--- src/rtl/phy_ctrl_pkg.sv ---
package phy_ctrl_pkg;
  localparam int WORD_W = 16;

  localparam int B_RST  = 15;
  localparam int B_LPBK = 14;
  localparam int B_SPD  = 13;
  localparam int B_ANEN = 12;
  localparam int B_PDN  = 11;
  localparam int B_ISO  = 10;
  localparam int B_RSTR = 9;
  localparam int B_DPX  = 8;
  localparam int B_COL  = 7;

  typedef struct packed {
    logic loopback;
    logic speed;
    logic aneg_en;
    logic power_down;
    logic isolate;
    logic duplex;
    logic col_test;
  } ctl_fields_t;

  localparam ctl_fields_t FIELDS_DEFAULT = '{
    loopback: 1'b0, speed: 1'b1, aneg_en: 1'b1, power_down: 1'b0,
    isolate: 1'b1, duplex: 1'b0, col_test: 1'b0};

  function automatic ctl_fields_t unpack_fields(input logic [WORD_W-1:0] w);
    ctl_fields_t f;
    f.loopback   = w[B_LPBK];
    f.speed      = w[B_SPD];
    f.aneg_en    = w[B_ANEN];
    f.power_down = w[B_PDN];
    f.isolate    = w[B_ISO];
    f.duplex     = w[B_DPX];
    f.col_test   = w[B_COL];
    return f;
  endfunction

  function automatic logic [WORD_W-1:0] pack_word(input logic busy,
                                                  input ctl_fields_t f,
                                                  input logic restart);
    logic [WORD_W-1:0] w;
    w         = '0;
    w[B_RST]  = busy;
    w[B_LPBK] = f.loopback;
    w[B_SPD]  = f.speed;
    w[B_ANEN] = f.aneg_en;
    w[B_PDN]  = f.power_down;
    w[B_ISO]  = f.isolate;
    w[B_RSTR] = restart;
    w[B_DPX]  = f.duplex;
    w[B_COL]  = f.col_test;
    return w;
  endfunction
endpackage

--- src/rtl/phy_ctrl_rst_seq.sv ---
module phy_ctrl_rst_seq #(
  parameter int RST_CYCLES = 1_250_000
) (
  input  logic clk_i,
  input  logic rst_ni,
  input  logic start_i,
  output logic busy_o
);
  localparam int CW = (RST_CYCLES > 1) ? $clog2(RST_CYCLES) : 1;
  localparam logic [CW-1:0] CNT_LOAD = CW'(RST_CYCLES - 1);

  logic [CW-1:0] cnt_q;
  logic          busy_q;

  always_ff @(posedge clk_i or negedge rst_ni) begin
    if (!rst_ni) begin
      busy_q <= 1'b0;
      cnt_q  <= '0;
    end else if (start_i) begin
      busy_q <= 1'b1;
      cnt_q  <= CNT_LOAD;
    end else if (busy_q) begin
      if (cnt_q == '0) busy_q <= 1'b0;
      else             cnt_q  <= cnt_q - 1'b1;
    end
  end

  assign busy_o = busy_q;

  p_start_busy_r3: assert property (@(posedge clk_i) disable iff (!rst_ni)
    start_i |=> busy_o);
  p_busy_holds_r3: assert property (@(posedge clk_i) disable iff (!rst_ni)
    (busy_q && cnt_q != '0) |=> busy_o);
  p_busy_ends_r3: assert property (@(posedge clk_i) disable iff (!rst_ni)
    $fell(busy_q) |-> $past(cnt_q) == '0);
endmodule

--- src/rtl/phy_ctrl_fields.sv ---
module phy_ctrl_fields
  import phy_ctrl_pkg::*;
(
  input  logic        clk_i,
  input  logic        rst_ni,
  input  logic        load_default_i,
  input  logic        wr_ok_i,
  input  ctl_fields_t wr_fields_i,
  input  logic        aneg_speed_i,
  input  logic        aneg_duplex_i,
  output ctl_fields_t fields_o,
  output logic        speed_eff_o,
  output logic        duplex_eff_o
);
  ctl_fields_t fields_q;

  always_ff @(posedge clk_i or negedge rst_ni) begin
    if (!rst_ni)             fields_q <= FIELDS_DEFAULT;
    else if (load_default_i) fields_q <= FIELDS_DEFAULT;
    else if (wr_ok_i)        fields_q <= wr_fields_i;
  end

  // negotiation result overrides stored speed/duplex
  always_comb begin
    speed_eff_o  = fields_q.aneg_en ? aneg_speed_i  : fields_q.speed;
    duplex_eff_o = fields_q.aneg_en ? aneg_duplex_i : fields_q.duplex;
  end

  assign fields_o = fields_q;

  p_load_default_r5: assert property (@(posedge clk_i) disable iff (!rst_ni)
    load_default_i |=> fields_q == FIELDS_DEFAULT);
  p_write_lands_r10: assert property (@(posedge clk_i) disable iff (!rst_ni)
    (wr_ok_i && !load_default_i) |=> fields_q == $past(wr_fields_i));
endmodule

--- src/rtl/phy_ctrl_aneg_restart.sv ---
module phy_ctrl_aneg_restart (
  input  logic clk_i,
  input  logic rst_ni,
  input  logic clear_i,
  input  logic wr_ok_i,
  input  logic wr_restart_i,
  input  logic wr_aneg_en_i,
  input  logic aneg_en_i,
  input  logic supported_i,
  input  logic started_i,
  output logic pend_o,
  output logic req_o
);
  logic pend_q, set_req, en_next;

  always_comb begin
    en_next = wr_ok_i ? wr_aneg_en_i : aneg_en_i;
    set_req = wr_ok_i && wr_restart_i && wr_aneg_en_i && supported_i;
  end

  always_ff @(posedge clk_i or negedge rst_ni) begin
    if (!rst_ni)                                pend_q <= 1'b0;
    else if (clear_i)                           pend_q <= 1'b0;
    else if (set_req)                           pend_q <= 1'b1;
    else if (!en_next || !supported_i || started_i) pend_q <= 1'b0;
  end

  always_comb begin
    pend_o = pend_q && aneg_en_i && supported_i;
    req_o  = pend_o && !started_i;
  end

  p_ack_clears_r8: assert property (@(posedge clk_i) disable iff (!rst_ni)
    (pend_q && started_i && !set_req) |=> !pend_q);
  p_zero_keeps_r9: assert property (@(posedge clk_i) disable iff (!rst_ni)
    (pend_q && wr_ok_i && !wr_restart_i && wr_aneg_en_i && supported_i
     && !started_i && !clear_i) |=> pend_q);
endmodule

--- src/rtl/phy_ctrl_reg.sv ---
module phy_ctrl_reg
  import phy_ctrl_pkg::*;
#(
  parameter int RST_CYCLES = 1_250_000
) (
  input  logic        clk_i,
  input  logic        rst_ni,
  input  logic        wr_en_i,
  input  logic [15:0] wr_data_i,
  input  logic        rd_en_i,
  output logic [15:0] rd_data_o,
  output logic        rd_valid_o,
  input  logic        aneg_supported_i,
  input  logic        aneg_started_i,
  input  logic        aneg_speed_i,
  input  logic        aneg_duplex_i,
  output logic        loopback_o,
  output logic        speed_100_o,
  output logic        full_duplex_o,
  output logic        power_down_o,
  output logic        isolate_o,
  output logic        aneg_restart_o
);
  logic        busy, start_rst, wr_ok, restart_rd;
  ctl_fields_t fields, wr_fields;
  logic [WORD_W-1:0] word;
  logic        unused_low;

  assign unused_low = ^wr_data_i[6:0];

  always_comb begin
    start_rst = wr_en_i && !busy && wr_data_i[B_RST];
    wr_ok     = wr_en_i && !busy && !wr_data_i[B_RST];
    wr_fields = unpack_fields(wr_data_i);
  end

  phy_ctrl_rst_seq #(.RST_CYCLES(RST_CYCLES)) u_rst_seq (
    .clk_i  (clk_i),
    .rst_ni (rst_ni),
    .start_i(start_rst),
    .busy_o (busy)
  );

  phy_ctrl_fields u_fields (
    .clk_i         (clk_i),
    .rst_ni        (rst_ni),
    .load_default_i(start_rst),
    .wr_ok_i       (wr_ok),
    .wr_fields_i   (wr_fields),
    .aneg_speed_i  (aneg_speed_i),
    .aneg_duplex_i (aneg_duplex_i),
    .fields_o      (fields),
    .speed_eff_o   (speed_100_o),
    .duplex_eff_o  (full_duplex_o)
  );

  phy_ctrl_aneg_restart u_restart (
    .clk_i       (clk_i),
    .rst_ni      (rst_ni),
    .clear_i     (start_rst),
    .wr_ok_i     (wr_ok),
    .wr_restart_i(wr_data_i[B_RSTR]),
    .wr_aneg_en_i(wr_data_i[B_ANEN]),
    .aneg_en_i   (fields.aneg_en),
    .supported_i (aneg_supported_i),
    .started_i   (aneg_started_i),
    .pend_o      (restart_rd),
    .req_o       (aneg_restart_o)
  );

  assign word = pack_word(busy, fields, restart_rd);

  always_ff @(posedge clk_i or negedge rst_ni) begin
    if (!rst_ni) begin
      rd_data_o  <= '0;
      rd_valid_o <= 1'b0;
    end else begin
      rd_valid_o <= rd_en_i;
      if (rd_en_i) rd_data_o <= word;
    end
  end

  assign loopback_o   = fields.loopback;
  assign power_down_o = fields.power_down;
  assign isolate_o    = fields.isolate;

  p_low_zero_r1: assert property (@(posedge clk_i) disable iff (!rst_ni)
    rd_valid_o |-> rd_data_o[6:0] == 7'd0);
  p_busy_freeze_r4: assert property (@(posedge clk_i) disable iff (!rst_ni)
    busy |=> $stable(fields));
  p_reset_end_r5: assert property (@(posedge clk_i) disable iff (!rst_ni)
    $fell(busy) |-> fields == FIELDS_DEFAULT);
  p_restart_gated_r7: assert property (@(posedge clk_i) disable iff (!rst_ni)
    aneg_restart_o |-> (fields.aneg_en && aneg_supported_i));
  p_no_start_busy_r4: assert property (@(posedge clk_i) disable iff (!rst_ni)
    busy |-> !start_rst);
endmodule

--- config.mk ---
export PLATFORM = sky130hd
export DESIGN_NAME = phy_ctrl_reg
export DESIGN_NICKNAME = d
export VERILOG_FILES = /design/src/rtl/phy_ctrl_pkg.sv /design/src/rtl/phy_ctrl_rst_seq.sv /design/src/rtl/phy_ctrl_fields.sv /design/src/rtl/phy_ctrl_aneg_restart.sv /design/src/rtl/phy_ctrl_reg.sv
export SDC_FILE = /design/constraint.sdc
export NUM_CORES = 1
export LEC_CHECK = 0
export BUFFER_PORTS_ARGS = -buffer_cell sky130_fd_sc_hd__buf_4
export CAP_MARGIN = 0
export CORE_MARGIN = 2
export CORE_UTILIZATION = 49
export CTS_BUF_LIST = sky130_fd_sc_hd__clkbuf_16
export CTS_CLUSTER_DIAMETER = 100
export DETAILED_ROUTE_END_ITERATION = 6
export PLACE_DENSITY = 0.83
export SYNTH_ARGS = -nofsm -noshare
export SYNTH_HDL_FRONTEND = slang
export SYNTH_SLANG_ARGS = --single-unit
--- constraint.sdc ---
create_clock -name clk_i -period 2.7 [get_ports clk_i]
set_clock_uncertainty 0.2 [all_clocks]
set_input_delay 0 -clock clk_i [delete_from_list [all_inputs] [get_ports clk_i]]
set_output_delay 0 -clock clk_i [all_outputs]
set_load 0.05 [all_outputs]
## After elaboration in Yosys (flattened, before gate mapping)

Index checks and enable logic that the tools add are counted.

| word-level totals | value |
|---|---|
| bits in registers | 40 |
| output and inout port bits | 23 |
| logic and storage cells | 49 |
| input port bits | 24 |

| operators by class | value |
|---|---|
| multiplexer cells | 14 |
| reductions and logical operators | 21 |
| add/subtract/negate cells | 1 |
| eq/ne operators | 1 |

Operators with widths:

| operator | number |
|---|---|
| 2-to-1 mux 21 bit | 3 |
| logical NOT 21 bit | 1 |
| subtractor 21 x 1 -> 21 bit (second input constant) | 1 |
| 2-to-1 mux 7 bit | 2 |
| logical AND 1 bit | 9 |
| 2-to-1 mux 1 bit | 9 |
| logical NOT 1 bit | 5 |
| nonzero test 2 bit | 2 |
| nonzero test 3 bit | 1 |
| logical OR 1 bit | 2 |
| != test 2 bit (second input constant) | 1 |
| AND reduction 2 bit | 1 |

## Longest topological paths before layout

| depth | value |
|---|---|
| depth in word-level cells | 10 |
| mapped depth | 7 |

## Cells and area by module

A second synthesis with hierarchy kept.

| second synthesis, totals | value |
|---|---|
| cell total of the unflattened synthesis | 187 |
| area, all modules | 2,140.8 um2 |

Modules (own cells, without submodules):

| module | times used | cells an instance | area an instance (um2) |
|---|---|---|---|
| phy_ctrl_rst_seq | 1 | 125 | 1,275.0 |
| phy_ctrl_reg | 1 | 30 | 469.2 |
| phy_ctrl_fields | 1 | 24 | 320.3 |
| phy_ctrl_aneg_restart | 1 | 8 | 76.3 |

## Worst setup path before layout

OpenSTA, ideal clock, no wires.

| path | value |
|---|---|
| path kind | register -> register |
| start point | reg u_rst_seq.cnt_q[13] |
| end point | reg u_rst_seq.cnt_q[19] |
| library setup time | 78 ps |
| required time | 2,422 ps |
| arrival | 2,112 ps |
| clock period less this slack | 2,390 ps |
| stages on the path, launching flop included | 6 |
| path slack | 310 ps |
| cells stage by stage | dfrtp_1 > or4_4 > buf_6 > or4_4 > or4_1 > a21oi_1 |

| on the way | value |
|---|---|
| cells in the longest elaborated chain, start to end | 4 |
| elaborated cells on any way between the ends | 7 |

RTL lines:

| what | RTL line | text |
|---|---|---|
| start, declared | phy_ctrl_rst_seq.sv:12 | `logic [CW-1:0] cnt_q;` |
| start signal, assigned | phy_ctrl_rst_seq.sv:24 | `else cnt_q <= cnt_q - 1'b1;` |
| subtractor 21 x 1 -> 21 bit | phy_ctrl_rst_seq.sv:24 |  |
| 2-to-1 mux 21 bit | phy_ctrl_rst_seq.sv:23 | `if (cnt_q == '0) busy_q <= 1'b0;` |
| 2-to-1 mux 21 bit | phy_ctrl_rst_seq.sv:22 | `end else if (busy_q) begin` |
| 2-to-1 mux 21 bit | phy_ctrl_rst_seq.sv:19 | `end else if (start_i) begin` |

Parallel ways exist; a longest one is shown, timed or not. The select of a mux whose other input is x is not followed.
A chain may end at the register's enable or synchronous reset.

## Final worst setup path

| path | value |
|---|---|
| start point | reg u_rst_seq.cnt_q[3] |
| end point | reg u_rst_seq.cnt_q[14] |

Same word-level chain as after synthesis.

==> flow_summary.yaml <==
drt:
  drt_pass1_iterations: 4
  drc: 0
  first_iter_violations: 123
  vias_per_cell: 5.77
  wl_per_cell_um: 15.6
  drtAntennaViolNets: 0
  drt_wl_total_mm: 4.71
  vias: 1742
setup_path:
  endpoint_kind: "register"
  startpoint: "u_rst_seq.cnt_q[3]"
  path_class: "reg2reg"
  critical_path.max_fanout: 8
  rr_worst_depth: 4
  r2r_start: "u_rst_seq.cnt_q[3]"
  reg2reg_to: "u_rst_seq.cnt_q[14]"
  reg2reg_setup_slack_ps: 200
  crit_required_ps: 2700
  start_kind: "register"
  critPathArrivalTime_ps: 2500
clock_tree:
  clkLatencyLatePin_ps: 280
  cts_root_buffer: "clkbuf_16"
  cts_tree: "done"
  cts_setup_buffers: 0
  htreeDepth: 2
  cts_buffer_depth: 2
  numCtsBuffers: 5
  clock_sinks: 40
  path_clk_slew_ps: 60
  cts_resized: 0
timing:
  grt_setup_unrepaired: "false"
  min_period_over_period: 0.925
  holdWs_ps: 44.2
  layout_min_cycle_time_ps: 2500
  clock.fmax_mhz: 400
  setup_slack_ps: 203
  finalSetupViolCount: 0
  setup_tns_ps: 0
  tightestPinTransition_ps: 564
  relSlewSlack: 0.623
  finalHoldViolCount: 0
  drv_slew: 0
cells_and_area:
  drive_gt1_frac: 0.242
  layout_common_cells: "37 x buf_4, 37 x dfrtp_1, 18 x dlygate4sd3_1"
  antenna_cells: 0
  regArea_um2: 1000
  nets: 277
  fin_area_um2: 2640
  syn_to_final_growth_pct: 29.7
  stdcell_count: 302
  multi_input_area_um2: 927
  n_fill_cell: 318
  final_core_util: 0.660
synth:
  ys_warn_count: 0
  synth_flop_cell: "dfrtp_1"
  synth_area_leader_cell: "dfrtp_1"
  synth.top_cell.area_share: 0.455
  ys_ff_latch: 40
  synth_edf_count: 0
  netlist_instances: 201
  synth_area_um2: 2030
  ys_seq_area_frac: 0.494
  netlist_top_cells_area: "dfrtp_1 46%, mux2_2 5.5%, o31ai_1 4.4%"
  async_reset_ff_frac: 1.00
  ys_types: 40
  synth.avg_cell_area_um2: 10.1
power_and_ir_drop:
  p_leak_nw: 1.07
  power_mw: 1.46
  pwr_density_cell_nw_per_um2: 554
  ir_drop_mv: 0.314
placement:
  io_buffers: 32
  place_hpwl_mm: 2.99
  finalWeightedCongestion: 0.809
  pre_cts_ws_ps: 249
  placed_cells: 276
  place_area_um2: 2290
grt:
  grt_usage: 0.218
  grt_pass1_vias: 1623
  grt_overflow: 0
  antenna_found_initial: 0
  grt_pass1_wl_mm: 7.45
  grt_start_max_net_pins: 41
floorplan:
  core_area_um2: 4000
  pin_count: 47
  rows: 23
  fp.dieH_um: 68.4
  die_w_um: 68.4
  initial_utilization: 0.509
  fp.dieArea_um2: 4680
outcome:
  status: "finished clean"
min_path:
  hold_path_class: "in2async"
job:
  max_cap_viol_count: 0
[worst max path at each step]
stage | to | slack, ps | depth (start not counted)
final | u_rst_seq.cnt_q[14] | 200 | 4
after global routing | u_rst_seq.cnt_q[14] | 130 | 4
after CTS | u_rst_seq.cnt_q[14] | 220 | 4
after detailed placement | u_rst_seq.cnt_q[14] | 250 | 4
after global placement | u_rst_seq.cnt_q[14] | 290 | 4
after floorplan | u_rst_seq.cnt_q[19] | 310 | 5
[power by group]
group / switching, mW / total [mW] / internal, mW
Combinational: 0.111 / 0.176 / 0.0651
Sequential: 0.0129 / 0.633 / 0.620
Clock: 0.222 / 0.652 / 0.430
[logic make-up after synthesis]
logic type      count (synthesis)  synth area share
simple gates                   78             0.228
compound gates                 43             0.133
flops                          40             0.494
buf+inv                        24            0.0615
mux                            13            0.0701
fa+ha+maj                       2            0.0123
other cells                     1           0.00184
[metal layers]
| layer | GRT usage | wire (um) | up-vias |
|---|---|---|---|
| met2 | 0.379 | 2400 | 53 |
| li1 | - | - | 831 |
| met3 | 0.0493 | 233 | 8 |
| met1 | 0.266 | 2010 | 850 |
| met5 | 0 | 0 | - |
| met4 | 0.0725 | 65 | 0 |
[repair_timing]
item | in CTS | in global routing
endpoints found under the setup margin | 0 | 0
endpoints found under the hold margin | 58 | 0
hold buffers | 18 | 0
[synth_stat cells, drive strengths merged, types with 3 or more instances]
cell    number
dfrtp       37
or4         15
nand2       14
o21ai       13
o31ai       12
mux2        10
buf          9
clkbuf       9
nor2         9
or3          9
a21oi        8
inv          6
nand2b       6
nor3         6
nor4         6
nand3        4
dfstp        3
mux2i        3
o211ai       3
[area by class of cell]
cell class	count	share of cell area
timing repair buffer	55	0.174
tap	50	0.0237
clock inverter	3	0.0147
multi-input combinational	143	0.351
inverter	6	0.00853
clock buffer	5	0.0474
sequential	40	0.381
[registers in the layout, indices dropped and copies added (netlist names)]
name and count:
rd_data_o 9, rd_valid_o 1, u_fields.fields_o 7, u_restart.pend_q 1, u_rst_seq.busy_o 1, u_rst_seq.cnt_q 21
[critical path: stages, from the launching register on]
cell	delay, ps
dfrtp_1	420
or3_1	500
or4_1	700
nor4_1	370
mux2i_1	220
No activity file was read; power rests on OpenSTA's default activity.
